### config.mk
export PLATFORM = sky130hd
export DESIGN_NAME = spi_port_ctrl
export DESIGN_NICKNAME = d
export VERILOG_FILES = /design/src/rtl/spi_port_pkg.sv /design/src/rtl/spi_shift_engine.sv /design/src/rtl/spi_flag_unit.sv /design/src/rtl/spi_port_ctrl.sv
export SDC_FILE = /design/constraint.sdc
export NUM_CORES = 1
export LEC_CHECK = 0
export ABC_AREA = 1
export BUFFER_PORTS_ARGS = -buffer_cell sky130_fd_sc_hd__buf_4
export CORE_AREA = 2 2 65 67
export DETAILED_ROUTE_END_ITERATION = 8
export DIE_AREA = 0 0 67 69
export GPL_TIMING_DRIVEN = 0
export PLACE_DENSITY = 0.68
export SYNTH_ARGS = -nofsm -noshare
export SYNTH_HDL_FRONTEND = slang
export SYNTH_HIERARCHICAL = 1
export SYNTH_SLANG_ARGS = --single-unit
### constraint.sdc
create_clock -name clk -period 1.6 [get_ports clk]
set_input_delay 0.08 -clock clk [delete_from_list [all_inputs] [get_ports clk]]
set_output_delay 0.08 -clock clk [all_outputs]
set_load 0.005 [all_outputs]
### src/rtl/spi_port_pkg.sv
package spi_port_pkg;
  localparam int BYTE_W = 8;
  localparam logic SEL_DATA = 1'b0;
  localparam logic SEL_STAT = 1'b1;
  localparam int ST_DONE = 7;
  localparam int ST_COLL = 6;
  localparam int ST_SSRISE = 5;
  localparam int ST_SSEN = 2;
  localparam int ST_TXEN = 1;
  localparam int ST_RXEN = 0;

  typedef struct packed {
    logic ss_en;
    logic tx_en;
    logic rx_en;
  } port_enables_t;
endpackage

### src/rtl/spi_shift_engine.sv
module spi_shift_engine #(
  parameter int DATA_W   = 8,
  parameter int HALF_DIV = 2
) (
  input  logic              clk,
  input  logic              rst_n,
  input  logic              start,
  input  logic [DATA_W-1:0] load_byte,
  input  logic              tx_en,
  input  logic              miso,
  output logic              busy,
  output logic              done,
  output logic              sck,
  output logic              mosi,
  output logic [DATA_W-1:0] rx_byte
);
  localparam int DIV_W = (HALF_DIV > 1) ? $clog2(HALF_DIV) : 1;
  localparam int CNT_W = $clog2(DATA_W);

  logic [DIV_W-1:0]  div_q;
  logic [CNT_W-1:0]  bit_q;
  logic [DATA_W-1:0] tx_sh;
  logic [DATA_W-1:0] rx_sh;
  logic              half_tick;

  assign half_tick = (div_q == DIV_W'(HALF_DIV - 1));

  always_ff @(posedge clk or negedge rst_n) begin
    if (!rst_n) begin
      busy  <= 1'b0;
      done  <= 1'b0;
      sck   <= 1'b0;
      div_q <= '0;
      bit_q <= '0;
      tx_sh <= '0;
      rx_sh <= '0;
    end else begin
      done <= 1'b0;
      if (start && !busy) begin
        busy  <= 1'b1;
        sck   <= 1'b0;
        div_q <= '0;
        bit_q <= '0;
        tx_sh <= load_byte;
      end else if (busy) begin
        if (half_tick) begin
          div_q <= '0;
          if (!sck) begin
            sck   <= 1'b1;
            rx_sh <= {rx_sh[DATA_W-2:0], miso};
          end else begin
            sck   <= 1'b0;
            tx_sh <= {tx_sh[DATA_W-2:0], 1'b0};
            bit_q <= bit_q + 1'b1;
            if (bit_q == CNT_W'(DATA_W - 1)) begin
              busy <= 1'b0;
              done <= 1'b1;
            end
          end
        end else begin
          div_q <= div_q + 1'b1;
        end
      end
    end
  end

  assign mosi    = busy & tx_en & tx_sh[DATA_W-1];
  assign rx_byte = rx_sh;
endmodule

### src/rtl/spi_flag_unit.sv
module spi_flag_unit #(
  parameter int SYNC_STAGES = 2
) (
  input  logic clk,
  input  logic rst_n,
  input  logic stat_rd,
  input  logic stat_wr,
  input  logic stat_wr_ssrise,
  input  logic data_acc,
  input  logic xfer_done,
  input  logic collide,
  input  logic ss_en,
  input  logic ss_in,
  input  logic irq_en,
  input  logic irq_ack,
  output logic tc,
  output logic wcol,
  output logic ss_rise_flag,
  output logic irq_req
);
  logic [SYNC_STAGES-1:0] sync_q;
  logic                   ss_prev;
  logic                   ss_rise;
  logic                   armed;
  logic                   clear_now;

  always_ff @(posedge clk or negedge rst_n) begin
    if (!rst_n) begin
      sync_q  <= '0;
      ss_prev <= 1'b0;
    end else begin
      sync_q  <= {sync_q[SYNC_STAGES-2:0], ss_in};
      ss_prev <= sync_q[SYNC_STAGES-1];
    end
  end

  assign ss_rise   = sync_q[SYNC_STAGES-1] & ~ss_prev;
  assign clear_now = armed & data_acc;

  always_ff @(posedge clk or negedge rst_n) begin
    if (!rst_n) begin
      armed        <= 1'b0;
      tc           <= 1'b0;
      wcol         <= 1'b0;
      ss_rise_flag <= 1'b0;
    end else begin
      if (stat_rd)       armed <= 1'b1;
      else if (data_acc) armed <= 1'b0;

      if (xfer_done)                  tc <= 1'b1;
      else if (irq_en && irq_ack)     tc <= 1'b0;
      else if (!irq_en && clear_now)  tc <= 1'b0;

      if (collide)        wcol <= 1'b1;
      else if (clear_now) wcol <= 1'b0;

      if (ss_en && ss_rise)                ss_rise_flag <= 1'b1;
      else if (stat_wr && !stat_wr_ssrise) ss_rise_flag <= 1'b0;
    end
  end

  assign irq_req = tc & irq_en;
endmodule

### src/rtl/spi_port_ctrl.sv
module spi_port_ctrl
  import spi_port_pkg::*;
#(
  parameter int HALF_DIV    = 2,
  parameter int SYNC_STAGES = 2
) (
  input  logic              clk,
  input  logic              rst_n,
  input  logic              reg_sel,
  input  logic              reg_wr,
  input  logic              reg_rd,
  input  logic [BYTE_W-1:0] reg_wdata,
  output logic [BYTE_W-1:0] reg_rdata,
  input  logic              irq_en,
  input  logic              irq_ack,
  output logic              irq_req,
  output logic              spi_sck,
  output logic              spi_mosi,
  input  logic              spi_miso,
  input  logic              ss_in
);
  port_enables_t     en_q;
  logic [BYTE_W-1:0] data_q;
  logic [BYTE_W-1:0] rx_byte;
  logic              busy;
  logic              xfer_done;
  logic              data_wr;
  logic              data_acc;
  logic              stat_wr;
  logic              stat_rd;
  logic              collide;
  logic              flag_tc;
  logic              flag_wcol;
  logic              flag_ssrise;
  logic              unused_wbits;

  assign data_wr  = reg_wr & (reg_sel == SEL_DATA);
  assign data_acc = (reg_wr | reg_rd) & (reg_sel == SEL_DATA);
  assign stat_wr  = reg_wr & (reg_sel == SEL_STAT);
  assign stat_rd  = reg_rd & (reg_sel == SEL_STAT);
  assign collide  = data_wr & busy;
  assign unused_wbits = ^{reg_wdata[ST_DONE], reg_wdata[ST_COLL], reg_wdata[4:3]};

  always_ff @(posedge clk or negedge rst_n) begin
    if (!rst_n) begin
      en_q <= '0;
    end else if (stat_wr) begin
      en_q.ss_en <= reg_wdata[ST_SSEN];
      en_q.tx_en <= reg_wdata[ST_TXEN];
      en_q.rx_en <= reg_wdata[ST_RXEN];
    end
  end

  always_ff @(posedge clk or negedge rst_n) begin
    if (!rst_n)                       data_q <= '0;
    else if (xfer_done && en_q.rx_en) data_q <= rx_byte;
  end

  spi_shift_engine #(.DATA_W(BYTE_W), .HALF_DIV(HALF_DIV)) u_engine (
    .clk       (clk),
    .rst_n     (rst_n),
    .start     (data_wr),
    .load_byte (reg_wdata),
    .tx_en     (en_q.tx_en),
    .miso      (spi_miso),
    .busy      (busy),
    .done      (xfer_done),
    .sck       (spi_sck),
    .mosi      (spi_mosi),
    .rx_byte   (rx_byte)
  );

  spi_flag_unit #(.SYNC_STAGES(SYNC_STAGES)) u_flags (
    .clk            (clk),
    .rst_n          (rst_n),
    .stat_rd        (stat_rd),
    .stat_wr        (stat_wr),
    .stat_wr_ssrise (reg_wdata[ST_SSRISE]),
    .data_acc       (data_acc),
    .xfer_done      (xfer_done),
    .collide        (collide),
    .ss_en          (en_q.ss_en),
    .ss_in          (ss_in),
    .irq_en         (irq_en),
    .irq_ack        (irq_ack),
    .tc             (flag_tc),
    .wcol           (flag_wcol),
    .ss_rise_flag   (flag_ssrise),
    .irq_req        (irq_req)
  );

  always_comb begin
    if (reg_sel == SEL_STAT) begin
      reg_rdata = {flag_tc, flag_wcol, flag_ssrise, 2'b00,
                   en_q.ss_en, en_q.tx_en, en_q.rx_en};
    end else begin
      reg_rdata = data_q;
    end
  end
endmodule

==> summary.md, run 1 <==
| Metric | Value |
|---|---|
| Antenna violations before repair | 0 |
| Most used standard cell by instance count after synthesis | sky130_fd_sc_hd__nand2_1 |
| Peak ir drop on the vdd network | 0.856 mV |
| Cell types with the largest area share after synthesis | sky130_fd_sc_hd__dfrtp_1 54%, sky130_fd_sc_hd__nand2_1 19%, sky130_fd_sc_hd__nand3_1 8.7% |
| Detailed-route DRC error count | 0 |
| Vias per cell | between 4 and 5 |
| Setup skew after layout | 0.00606 ns |
| Overflow left after global routing | 0 |
| Remaining antenna violation count | 0 |
| Data required time of the critical path | 1.52 ns |
| First-pass iteration count of the detailed router | 4 |
| Slew Limit Headroom | around two thirds |
| Via Count | approximately 1,500 |
| Layout filler cell count | between 300 and 400 |
| Synthesized area | 0.00189 mm2 |
| Worst setup EP type | output port |
| Diodes inserted | 0 |
| Combined global-route utilization of all metal layers | a little under a fifth |
| Post-synthesis cell type with the largest combined area | sky130_fd_sc_hd__dfrtp_1 |
| Leakage power total | roughly 0.0013 uW |
| Estimated wirelength of the detail-placed design | around 2.6 mm |
| Total clock buffers created by CTS | 5 |
| Fraction of the mapped netlist area in adder cells | 1.33% |
| Number of synthesized flops with an enable pin | 0 |
| Insertion delay of the later-clocked pin in the worst-skew pair | approximately 0.3 ns |
| Number of ports placed on the die boundary | 28 |
| Post-layout worst setup margin | about 0.32 ns |
| Maximum fanout along the worst path | 8 |
| Classification of the worst setup path | reg2out |
| Number of global-route vias before repair | 1,472 |
| Number of nets produced by synthesis | around 250 |
| Post-CTS setup buffers | 0 |
| Classification of the worst-slack hold path | in2reg |
| Post-layout nets | 284 |
| Measured slew at the worst slew-check pin | about 0.50 ns |
| Post-synthesis to final-layout area growth | 19.7% |
| Post-Place Setup Slack | between 0.2 and 0.25 ns |
| Sequential-to-total area share from yosys stat | 54.3% |
| Flop and latch count out of synthesis | a little over 40 |
| Total setup violations reported at the end of the flow | 0 |
| Accumulated negative setup slack | 0 ns |
| Total length of routed wires | 3.69 mm |
| Final hold violations | 0 |
| Power per cell area | about 1400 mW/mm2 |
| Max Transition Viols Final | 0 |
| Clock period minus worst slack | ~1.3 ns |
| Library cells used by synthesis | 19 |
| Die area | between 0.004 and 0.005 mm2 |
| Count of input and output buffers | 27 |
| Number of gates resized after CTS | 0 |
| R2r setup slk | 0.37 ns |
| Die Y-Extent | ~69 um |
| Data arrival time at the worst-slack endpoint | approximately 1.2 ns |
| Fraction of synthesized cell area taken by the top area cell type | ~54% |
| Commonest cells in the netlist | 94 x sky130_fd_sc_hd__nand2_1, 41 x sky130_fd_sc_hd__dfrtp_1, 33 x sky130_fd_sc_hd__nand3_1 |
| Setup repair after global routing missed its margin | false |
| Number of H-tree levels | 2 |
| Clock tree from TritonCTS | yes |
| Share of cells above drive strength 1 | around 17% |
| Clock Pin Slew Worst Setup and Hold Paths | approximately 0.07 ns |
| Maximum count of clock buffers along a single path | 2 |
| Status | complete, no violations |
| Crit share post-route | 80.0% |
| Max-cap check violation count | 0 |
| Area fraction in and, or, nand and nor cells after synthesis | roughly a third |
| Row count | 23 |
| Timing-limited maximum frequency | around 0.8 GHz |
| Overall die width | around 67 um |
| Initial standard-cell utilization of the core | roughly 48% |
| Clock root buffer | sky130_fd_sc_hd__clkbuf_8 |
| 1st-iter DRT viols | 97 |
| Top FF cell, synth | sky130_fd_sc_hd__dfrtp_1 |
| Number of sinks handled by clock tree synthesis | 41 |
| Startpoint types | register |
| Wirelength per Cell | roughly 12 um |
| Yosys synthesis warning count | 6 |
| Proportion of synthesized flip-flops having asynchronous set or reset | 100% |
| Largest net degree at the start of global routing | 42 |
| Multiplexer area fraction after synthesis | 0% |
| Post-Syn Area per Cell | 8.24 um2 |
| Gate count after technology mapping | around 230 |
| Gpl congestion | around 0.76 |
| Global-route wire length before repair | 6.58 mm |
| Xor/xnor cell area share of the yosys netlist | 0% |
| Combinational family with the most area after synthesis | simple AND/OR/NAND/NOR gates |
| Core area | between 0.003 and 0.004 mm2 |
| Compound-cell area share of the yosys netlist | 3.64% |
==> where the power goes <==
group          leakage [uW]  internal, uW  switching, uW  total [uW]
logic              0.000725           394            518         912
registers          0.000530          1330            211        1540
clock network     0.0000443           342            339         681
total               0.00130          2060           1070        3130
==> routing by layer <==
| layer | vias up | GRT usage (%) | routed length, um |
|---|---|---|---|
| li1 | 787 | - | - |
| met1 | 691 | 26.2 | 1750 |
| met2 | 27 | 27.3 | 1670 |
| met3 | 6 | 5.87 | 202 |
| met4 | 0 | 6.80 | 67 |
| met5 | - | 0 | 0 |
==> placed cells by master, fill, tap and decap left out, types with 2 or more instances in the layout <==
cell type                        n
sky130_fd_sc_hd__buf_2           3
sky130_fd_sc_hd__buf_4          29
sky130_fd_sc_hd__buf_6           3
sky130_fd_sc_hd__clkbuf_8        6
sky130_fd_sc_hd__dfrtp_1        41
sky130_fd_sc_hd__dlygate4sd3_1   2
sky130_fd_sc_hd__ha_1            2
sky130_fd_sc_hd__inv_1          24
sky130_fd_sc_hd__nand2_1        94
sky130_fd_sc_hd__nand3_1        33
sky130_fd_sc_hd__nand3b_1        2
sky130_fd_sc_hd__nor2_1          8
sky130_fd_sc_hd__o21ai_0         9
==> flip-flops by register name, summed over array words and instances, names as in the netlist <==
signal,flops
u_flags/ss_prev,1
u_engine/busy,1
u_engine/sck,1
u_flags/wcol,1
en_q,3
u_flags/ss_rise_flag,1
u_flags/sync_q,2
u_engine/done,1
u_engine/div_q,1
u_engine/rx_byte,8
u_engine/bit_q,3
u_flags/armed,1
u_flags/tc,1
u_engine/tx_sh,8
data_q,8
==> logic make-up after synthesis <==
family,Yosys count
buf+inv,33
compound gates,12
fa+ha+maj,2
simple gates,141
flops,41
==> worst max-delay path: stages (launching register included) <==
cell                      delay [ns]
sky130_fd_sc_hd__dfrtp_1        0.58
sky130_fd_sc_hd__and3_1         0.22
sky130_fd_sc_hd__buf_4          0.11
==> through the flow <==
| stage | hold WS, ns | cells | util [%] | power, uW | area, um2 |
|---|---|---|---|---|---|
| after detailed placement | 0.0987 | 306 | 55.0 | 2480 | 2150 |
| after global placement | 0.0943 | 306 | 55.0 | 2440 | 2150 |
| final | 0.0333 | 315 | 57.7 | 3130 | 2260 |
| after CTS | 0.0299 | 315 | 57.7 | 3170 | 2260 |
| after global routing | 0.0491 | 315 | 57.7 | 3390 | 2260 |
| after floorplan | -0.216 | 229 | - | 2160 | 1890 |
==> final cells by class <==
class	count	area (um2)	area share, %
buffer	8	63.8	2.82
inverter	25	96.3	4.26
clock buffer	7	86.3	3.82
sequential	41	1030	45.4
multi-input combinational	155	702	31.1
tap	50	62.6	2.77
timing repair buffer	29	223	9.86
==> final timing paths <==
kind,start,end,depth (start not counted)
setup / recovery,u_engine/busy,spi_mosi,2
hold / removal,reg_wdata[2],en_q[2],3
setup reg to reg,u_engine/busy,u_engine/tx_sh[4],4
hold reg to reg,u_flags/sync_q[0],u_flags/sync_q[1],0
max in group asynchronous,rst_n,u_engine/rx_byte[3],2
min in group asynchronous,rst_n,u_engine/bit_q[0],2
==> timing repair <==
action                                 4_1_cts  5_1_grt
endpoints found under the hold margin       42        0
setup endpoints to repair                    0        0
hold buffers                                 2        0
Power figures use the tool's default switching activity.
==> run 2, diff against run 1 <==
--- a/config.mk
+++ b/config.mk
@@ -11,7 +11,7 @@
 export DETAILED_ROUTE_END_ITERATION = 8
 export DIE_AREA = 0 0 67 69
 export GPL_TIMING_DRIVEN = 0
-export PLACE_DENSITY = 0.68
+export PLACE_DENSITY = 0.71
 export SYNTH_ARGS = -nofsm -noshare
 export SYNTH_HDL_FRONTEND = slang
 export SYNTH_HIERARCHICAL = 1
==> constraint.sdc (replaced) <==
create_clock -name clk -period 1.1 [get_ports clk]
set_input_delay 0.055 -clock clk [delete_from_list [all_inputs] [get_ports clk]]
set_output_delay 0.055 -clock clk [all_outputs]
set_load 0.005 [all_outputs]
==> summary.md, run 2 (same netlist as run 1, synthesis figures left out) <==
| Metric | Value |
|---|---|
| Status | finished with violations |
| Violations in the final reports | setup timing |
| Most common cell after layout, fill and taps aside | sky130_fd_sc_hd__nand2_1 |
| Number of global-route vias before repair | 1,423 |
| Number of sinks handled by clock tree synthesis | 41 |
| Clock root buffer | sky130_fd_sc_hd__clkbuf_8 |
| Vias per cell | 4.81 |
| Slowest stage delay, CP | about 0.50 ns |
| Power per cell area | between 2000 and 2500 mW/mm2 |
| First-pass iteration count of the detailed router | 4 |
| Detailed-route DRC error count | 0 |
| Setup repair after global routing missed its margin | true |
| Post-detailed-placement cell area | 0.00215 mm2 |
| Total clock buffers created by CTS | 5 |
| Data required time of the critical path | roughly 1.0 ns |
| Multi-input combinational cell area | 734 um2 |
| Max Transition Viols Final | 0 |
| Insertion delay of the later-clocked pin in the worst-skew pair | 0.28 ns |
| Overflow left after global routing | 0 |
| Combined flip-flop and latch cell area | 0.00103 mm2 |
| Final standard cell utilization of the core | 60.5% |
| Remaining antenna violation count | 0 |
| Classification of the worst-slack hold path | in2reg |
| Estimated wirelength of the detail-placed design | between 2 and 3 mm |
| Total length of routed wires | ~3.8 mm |
| Via Count | 1,539 |
| Wirelength per Cell | 11.9 um |
| Count of input and output buffers | 27 |
| Row count | 23 |
| Maximum count of clock buffers along a single path | 2 |
| Clock tree from TritonCTS | yes |
| Antenna violations before repair | 0 |
| Post-layout worst setup margin | -0.0675 ns |
| Gpl congestion | roughly 0.75 |
| Global-route wire length before repair | approximately 6.4 mm |
| Measured slew at the worst slew-check pin | a little over 0.5 ns |
| CP max stage cell | sky130_fd_sc_hd__dfrtp_2 |
| Die Y-Extent | 69 um |
| Combined global-route utilization of all metal layers | 17.9% |
| Diodes inserted | 0 |
| Number of H-tree levels | 2 |
| Die area | between 0.004 and 0.005 mm2 |
| Maximum fanout along the worst path | 8 |
| Max-cap check violation count | 0 |
| Leakage power total | about 0.0013 uW |
| Worst setup EP type | output port |
| Initial standard-cell utilization of the core | between 40% and 50% |
| Final standard cell area without fillers | 0.00237 mm2 |
| Classification of the worst setup path | reg2out |
| Overall die width | 67 um |
| Share of cells above drive strength 1 | approximately 24% |
| Post-layout nets | roughly 290 |
| Startpoint types | register |
| Setup skew after layout | about 0.0064 ns |
| Core area | ~0.0039 mm2 |
| Crit-path cells | and3_4 -> buf_6 |
| Final hold violations | 0 |
| Clock Pin Slew Worst Setup and Hold Paths | 0.07 ns |
| Data arrival time at the worst-slack endpoint | 1.11 ns |
| Slew Limit Headroom | 66.3% |
| Number of ports placed on the die boundary | 28 |
| Largest net degree at the start of global routing | 42 |
| Peak ir drop on the vdd network | 1.14 mV |
| Layout filler cell count | 361 |
| Most frequent cells in the layout | 84 x sky130_fd_sc_hd__nand2_1, 40 x sky130_fd_sc_hd__dfrtp_1, 33 x sky130_fd_sc_hd__nand3_1 |
| Post-synthesis to final-layout area growth | 25.4% |
| 1st-iter DRT viols | 98 |
| Post-Place Setup Slack | -0.259 ns |
| Total setup violations reported at the end of the flow | 7 |
| Clock period minus worst slack | 1.17 ns |
| Timing-limited maximum frequency | between 0.8 and 0.9 GHz |
| Crit share post-route | 106% |
[run 2: layout make-up]
type,instances,area share [%]
Multi-Input combinational cell,155,31.0
Tap cell,50,2.64
Inverter,25,4.07
Buffer,7,2.59
Clock buffer,7,4.07
Timing Repair Buffer,34,12.0
Sequential cell,41,43.4
Clock inverter,1,0.211
[run 2: worst paths after layout]
path	start	slack (ns)	depth (start not counted)	to
setup / recovery	u_engine/busy	-0.07	2	spi_mosi
hold / removal	reg_wdata[2]	0.02	3	en_q[2]
setup reg to reg	u_engine/busy	-0.03	7	u_engine/tx_sh[2]
hold reg to reg	u_flags/sync_q[0]	0.36	0	u_flags/sync_q[1]
max in group asynchronous	rst_n	0.45	2	u_engine/busy
min in group asynchronous	rst_n	0.28	2	data_q[4]
[run 2: what timing repair did]
item,4_1_cts,5_1_grt
hold endpoints to repair,42,0
hold buffers,2,0
gates cloned,1,0
buffers inserted,2,2
setup endpoints to repair,23,21
gates resized for setup,13,9
pin swaps,1,4
[run 2: power breakdown]
part | switching [uW] | internal, uW | leakage [uW]
clock | 479 | 567 | 0.0000542
combinational | 803 | 738 | 0.000751
sequential | 340 | 1930 | 0.000529
[run 2: metrics by stage]
| step | hold slack (ns) | setup TNS [ns] | total power [uW] | cells |
|---|---|---|---|---|
| finish | 0.0157 | -0.166 | 4860 | 320 |
| CTS | 0.00794 | -0.0784 | 4730 | 319 |
| global route | 0.0162 | -0.785 | 5240 | 320 |
| detailed placement | 0.0658 | -3.30 | 3590 | 306 |
| global placement | 0.0664 | -3.09 | 3540 | 306 |
| floorplan | -0.241 | 0 | 3140 | 229 |
[run 2: metal layers]
layer  global-route usage [%]  wire [um]  vias to the layer above
met3                     4.24        188                        5
met1                     26.5       1800                      702
met4                     6.35         44                        0
met2                     25.3       1770                       40
li1                         -          -                      792
met5                        0          0                        -
[run 2: worst max-delay path: cells and delay by family, from the launching register on]
family	cells	cell delay (ns)
flip-flops	1	0.50
AND/OR/NAND/NOR	1	0.22
buffers and inverters	1	0.11
